<file path="config.mk">
export PLATFORM = sky130hd
export DESIGN_NAME = fec2_am_distrib
export DESIGN_NICKNAME = d
export VERILOG_FILES = /design/src/rtl/fec2_pkg.sv /design/src/rtl/fec2_beat_tracker.sv /design/src/rtl/fec2_lane_mapper.sv /design/src/rtl/fec2_lane_stage.sv /design/src/rtl/fec2_am_distrib.sv
export SDC_FILE = /design/constraint.sdc
export NUM_CORES = 2
export LEC_CHECK = 0
export BUFFER_PORTS_ARGS = -buffer_cell sky130_fd_sc_hd__clkbuf_2
export CORE_AREA = 2 2 523 525
export DETAILED_ROUTE_END_ITERATION = 7
export DIE_AREA = 0 0 525 527
export SLEW_MARGIN = 15
export SYNTH_ARGS = -nofsm -noshare
export SYNTH_HDL_FRONTEND = slang
export SYNTH_SLANG_ARGS = --single-unit
</file>
<file path="constraint.sdc">
create_clock -name clk -period 9.55 [get_ports clk]
set_input_delay 1.4325 -clock clk [delete_from_list [all_inputs] [get_ports clk]]
set_output_delay 1.4325 -clock clk [all_outputs]
set_load 0.005 [all_outputs]
</file>
<file path="src/rtl/fec2_pkg.sv">
package fec2_pkg;
  localparam int FEC_LANES = 2;

  typedef struct packed {
    logic first;   // beat 0 of a codeword
    logic marker;  // codeword carries the marker group
  } cw_pos_t;
endpackage

</file>
<file path="src/rtl/fec2_beat_tracker.sv">
module fec2_beat_tracker #(
  parameter int BEATS     = 272,
  parameter int AM_PERIOD = 1024,
  localparam int BW = $clog2(BEATS),
  localparam int CW = $clog2(AM_PERIOD + 1)
) (
  input  logic                 clk,
  input  logic                 rst_n,
  input  logic                 adv,
  output logic [BW-1:0]        beat_idx,
  output fec2_pkg::cw_pos_t    pos
);
  logic [CW-1:0] cw_idx;

  always_ff @(posedge clk) begin
    if (!rst_n) begin
      beat_idx <= '0;
      cw_idx   <= '0;
    end else if (adv) begin
      if (beat_idx == BW'(BEATS - 1)) begin
        beat_idx <= '0;
        cw_idx   <= (cw_idx == CW'(AM_PERIOD - 1)) ? '0 : cw_idx + 1'b1;
      end else begin
        beat_idx <= beat_idx + 1'b1;
      end
    end
  end

  assign pos.first  = (beat_idx == '0);
  assign pos.marker = (cw_idx == '0);
endmodule

</file>
<file path="src/rtl/fec2_lane_mapper.sv">
module fec2_lane_mapper #(
  parameter int SYM_W     = 10,
  parameter int N_MARKERS = 20,
  parameter int MARKER_W  = 64,
  parameter int PAD_W     = 5,
  parameter logic [PAD_W-1:0] PAD_VALUE = PAD_W'(5'h15),
  parameter int LANES     = 2,
  parameter int LANE      = 0,
  parameter int BW        = 9,
  localparam int MK_PER_LANE = N_MARKERS / LANES,
  localparam int LANE_BITS   = MK_PER_LANE * MARKER_W,
  localparam int MK_BEATS    = LANE_BITS / SYM_W,
  localparam int PAD_SYM     = (N_MARKERS * MARKER_W) / SYM_W,
  localparam int PAD_LANE    = PAD_SYM % LANES,
  localparam int PAD_BEAT    = PAD_SYM / LANES,
  localparam int IW          = $clog2(LANE_BITS)
) (
  input  logic [N_MARKERS*MARKER_W-1:0] am_data,
  input  logic [BW-1:0]                 beat_idx,
  input  logic                          marker_cw,
  input  logic [SYM_W-1:0]              sym_in,
  output logic [SYM_W-1:0]              sym_out
);
  // This lane's markers chained in rising order, bit 0 first
  logic [LANE_BITS-1:0] chain;
  logic [IW-1:0]        base;

  for (genvar m = 0; m < MK_PER_LANE; m++) begin : g_chain
    assign chain[m*MARKER_W +: MARKER_W] = am_data[(m*LANES + LANE)*MARKER_W +: MARKER_W];
  end

  assign base = IW'(beat_idx) * IW'(SYM_W);

  always_comb begin
    sym_out = sym_in;
    if (marker_cw) begin
      if (beat_idx < BW'(MK_BEATS)) begin
        sym_out = chain[base +: SYM_W];
      end else if ((LANE == PAD_LANE) && (beat_idx == BW'(PAD_BEAT))) begin
        sym_out[PAD_W-1:0] = PAD_VALUE;
      end
    end
  end
endmodule

</file>
<file path="src/rtl/fec2_lane_stage.sv">
module fec2_lane_stage #(
  parameter int SYM_W = 10
) (
  input  logic             clk,
  input  logic             rst_n,
  input  logic             load,
  input  logic [SYM_W-1:0] sym_d,
  input  logic             start_d,
  output logic [SYM_W-1:0] sym_q,
  output logic             start_q
);
  always_ff @(posedge clk) begin
    if (!rst_n) begin
      sym_q   <= '0;
      start_q <= 1'b0;
    end else if (load) begin
      sym_q   <= sym_d;
      start_q <= start_d;
    end
  end
endmodule

</file>
<file path="src/rtl/fec2_am_distrib.sv">
module fec2_am_distrib #(
  parameter int SYM_W     = 10,
  parameter int CW_SYMS   = 544,
  parameter int N_MARKERS = 20,
  parameter int MARKER_W  = 64,
  parameter int PAD_W     = 5,
  parameter logic [PAD_W-1:0] PAD_VALUE = PAD_W'(5'h15),
  parameter int AM_PERIOD = 1024,
  localparam int LANES = fec2_pkg::FEC_LANES,
  localparam int BEATS = CW_SYMS / LANES,
  localparam int BW    = $clog2(BEATS)
) (
  input  logic                          clk,
  input  logic                          rst_n,
  input  logic [N_MARKERS*MARKER_W-1:0] am_data,
  input  logic                          in_valid,
  output logic                          in_ready,
  input  logic [SYM_W-1:0]              in_sym_even,
  input  logic [SYM_W-1:0]              in_sym_odd,
  output logic                          out_valid,
  input  logic                          out_ready,
  output logic [SYM_W-1:0]              lane0_sym,
  output logic [SYM_W-1:0]              lane1_sym,
  output logic                          lane0_cw_start,
  output logic                          lane1_cw_start,
  output logic                          am_cw
);
  logic              adv;
  logic [BW-1:0]     beat_idx;
  fec2_pkg::cw_pos_t pos;
  logic [SYM_W-1:0]  in_syms  [LANES];
  logic [SYM_W-1:0]  mapped   [LANES];
  logic [SYM_W-1:0]  lane_q   [LANES];
  logic              start_q  [LANES];

  assign in_ready   = !out_valid || out_ready;
  assign adv        = in_valid && in_ready;
  assign in_syms[0] = in_sym_even;
  assign in_syms[1] = in_sym_odd;

  fec2_beat_tracker #(.BEATS(BEATS), .AM_PERIOD(AM_PERIOD)) u_track (
    .clk(clk), .rst_n(rst_n), .adv(adv), .beat_idx(beat_idx), .pos(pos)
  );

  for (genvar l = 0; l < LANES; l++) begin : g_lane
    fec2_lane_mapper #(
      .SYM_W(SYM_W), .N_MARKERS(N_MARKERS), .MARKER_W(MARKER_W), .PAD_W(PAD_W),
      .PAD_VALUE(PAD_VALUE), .LANES(LANES), .LANE(l), .BW(BW)
    ) u_map (
      .am_data(am_data), .beat_idx(beat_idx), .marker_cw(pos.marker),
      .sym_in(in_syms[l]), .sym_out(mapped[l])
    );
    fec2_lane_stage #(.SYM_W(SYM_W)) u_stage (
      .clk(clk), .rst_n(rst_n), .load(adv), .sym_d(mapped[l]),
      .start_d(pos.first), .sym_q(lane_q[l]), .start_q(start_q[l])
    );
  end

  always_ff @(posedge clk) begin
    if (!rst_n) begin
      out_valid <= 1'b0;
      am_cw     <= 1'b0;
    end else begin
      if (in_ready) out_valid <= in_valid;
      if (adv)      am_cw     <= pos.marker;
    end
  end

  assign lane0_sym      = lane_q[0];
  assign lane1_sym      = lane_q[1];
  assign lane0_cw_start = start_q[0];
  assign lane1_cw_start = start_q[1];
endmodule

</file>
==> results.toml <==
[power]
finalPower_mw = 5.05
vdd_ir_drop_max_uv = 72.4
power_density_nw_per_um2 = 89.0
power_leakage_nw = 19.2

[min_path]
hold_end = "u_track.cw_idx[10]"
hold_depth = 2
min_path_type = "reg -> reg"
hold_start = "u_track.cw_idx[10]"

[drt]
wire_per_inst_um = 44.8
vias = 56000
via_per_inst = 6.02
routed_wl_um = 417000
dr.pass1.iters = 8
remaining_drc_errors = 1
antenna_left = 0
drt_iter0_markers = 8855

[yosys]
yosysSeqAreaShare_pct = 1.80
async_flop_share_pct = 0
synth_edf_count = 0
synth_seq_cells = 43
synth_cell_types = 93
syn_avg_cell_area_um2 = 10.2
ys.flop_type = "dfxtp_1"
syn_nets = 6003
yosys_warnings = 0
syn_area_um2 = 47800
syn_inst = 4683

[clock_network]
insertion_delay_ns = 0.35
cts_sinks = 43
clkTransAtPathRegs_ns = 0.09
cts_tree = "done"
cts_buffers = 5
ctsHoldBuffers = 0
cts.repair.resized = 0
ctsLongestPathBuffers = 2
root_buffer = "clkbuf_16"
htreeDepth = 2
cts_setup_buffers = 0

[critical_path]
r2r_slack_ns = 3.17
regToRegStartpoint = "u_track.beat_idx[1]"
startpoint_type = "register"
critical-path-top-delay-family = "compound AO/OA/AOI/OAI gates"
crit_required_ns = 9.78
cp_max_fo = 46
path_cells = "ha_1 > ha_4 > inv_1 > fa_4 > inv_4 > buf_4 > nand2_2 > o22ai_1 > a21oi_1 > a211oi_2 > o221ai_1 > a221oi_2 > nor3_1"
r2r_end = "g_lane[0].u_stage.sym_q[7]"
cp_num_buf_inv = 3
path_class = "reg -> reg"
rr_worst_depth = 13
worstPathArrival_ns = 6.61
crit_slowest_cell = "dfxtp_4"
cp-end-kind = "register"
max_stage_delay_ns = 0.87

[flow_run]
maxCapViolCount = 0

[floorplanning]
dieArea_um2 = 277000
io_pins = 1329
start_util_pct = 17.6
core_area_um2 = 272000
die_h_um = 527
rows = 192
dieWidth_um = 525

[cells_and_area]
drive_gt1_share_pct = 46.0
final_cell_mix = "1328 x clkbuf_2, 900 x mux4_2, 631 x mux2i_1"
area_growth_pct = 18.6
nets = 6880
finish.utilization_pct = 20.9
n_fill_cell = 30100
final_common_cell = "clkbuf_2"

[timing]
finalSetupViolCount = 0
min_period_ns = 6.38
fin_tns_setup_ns = 0
fmax_mhz = 157
rsz0062_at_grt = "no"
whs_ns = 0.472
maxSlewViolCount = 0
tightest_slew_ns = 1.41
slew_headroom_pct = 5.67
timing_hold_violations_final = 0
min_period_over_period_pct = 66.8
fin_skew_ns = 0.0172

[grt]
busiest_layer = "met2"
grt_pass1_vias = 51700
grt_start_max_net_pins = 160
grtUsageMet3_pct = 12.7
grtUsageMet2_pct = 45.2
overflow = 0
use_met1_pct = 33.5
track_usage_pct = 28.7
grt_antenna_before_repair = 322
grt_pass1_wl_um = 534000

[place]
dp_hpwl_um = 344000
port_buffers = 1328
gp_congestion = 0.988

[status]
status = "finished with violations"
failed_checks = "DRC"
==> metal layers <==
metal  up-vias  wire, µm
met5         -      1230
met4       186     20000
met3       987     56300
met2      4997    189000
met1     28200    151000
li1      21600         -
==> synth_stat cells (all sizes together), types with 80 or more instances <==
| master | n | area share, % |
|---|---|---|
| o21ai | 157 | 1.6 |
| mux2 | 101 | 2.4 |
| a211oi | 105 | 1.7 |
| o221ai | 80 | 1.5 |
| o22ai | 84 | 1.1 |
| mux2i | 631 | 13 |
| nor2 | 248 | 2.0 |
| a21oi | 249 | 2.6 |
| clkbuf | 114 | 1.0 |
| mux4 | 956 | 45 |
| buf | 467 | 8.0 |
| nand3 | 104 | 1.1 |
| nand2 | 568 | 4.5 |
==> where the power goes <==
| group | switching [mW] | internal, mW |
|---|---|---|
| combinational | 2.71 | 1.88 |
| clock | 0.125 | 0.101 |
| sequential | 0.0366 | 0.193 |
| total | 2.87 | 2.17 |
==> kinds of logic (layout without fill, tap and decap cells) <==
family | after synthesis | count (layout) | synth area share (%)
mux | 1688 | 1688 | 61.1
simple gates | 1211 | 1211 | 11.3
compound gates | 1108 | 1108 | 15.9
buf+inv | 596 | 1474 | 9.14
flops | 43 | 43 | 1.80
xor+xnor | 21 | 21 | 0.385
fa+ha+maj | 16 | 16 | 0.435
other cells | 0 | 150 | 0
==> through the flow <==
stage          std cells  worst slack (ns)  instance area, µm²
3_5_place_dp        9142              3.28               56200
6_report            9300              3.17               56700
5_1_grt             9230              3.18               56500
3_3_place_gp        9140              2.55               56100
2_1_floorplan       4683              6.13               47800
4_1_cts             9150              3.26               56300
==> registers in the layout, indices dropped and copies added (netlist names) <==
register	cells
g_lane.u_stage.sym_q	20
u_track.cw_idx	11
u_track.beat_idx	9
am_cw	1
g_lane.u_stage.start_q	1
out_valid	1
==> worst min-delay path, stage by stage (launching register included) <==
cell     delay (ns)
dfxtp_1        0.34
nand2_1        0.06
a41oi_1        0.04
==> how the worst max path moves through the flow <==
stage	startpoint	to	slack, ns	cells past startpoint
4_1_cts	u_track.beat_idx[1]	g_lane[1].u_stage.sym_q[5]	3.26	14
5_1_grt	u_track.beat_idx[1]	g_lane[0].u_stage.sym_q[7]	3.18	13
3_5_place_dp	u_track.beat_idx[1]	g_lane[1].u_stage.sym_q[5]	3.28	14
6_report	u_track.beat_idx[1]	g_lane[0].u_stage.sym_q[7]	3.17	13
3_3_place_gp	u_track.beat_idx[1]	g_lane[0].u_stage.sym_q[0]	2.55	11
2_1_floorplan	u_track.beat_idx[3]	g_lane[0].u_stage.sym_q[5]	6.13	14
==> layout make-up <==
class                   count  area [µm²]  share of cell area (%)
diodes                    150         375                   0.662
clock buffers               5         125                   0.221
clock inverters             3        26.3                  0.0463
inverters                  15        83.8                   0.148
multi-input cells        4044       43000                    75.8
flip-flops and latches     43         868                    1.53
well taps                3589        4490                    7.92
repair buffers           1451        7720                    13.6
(Power assumes the default switching activity.)
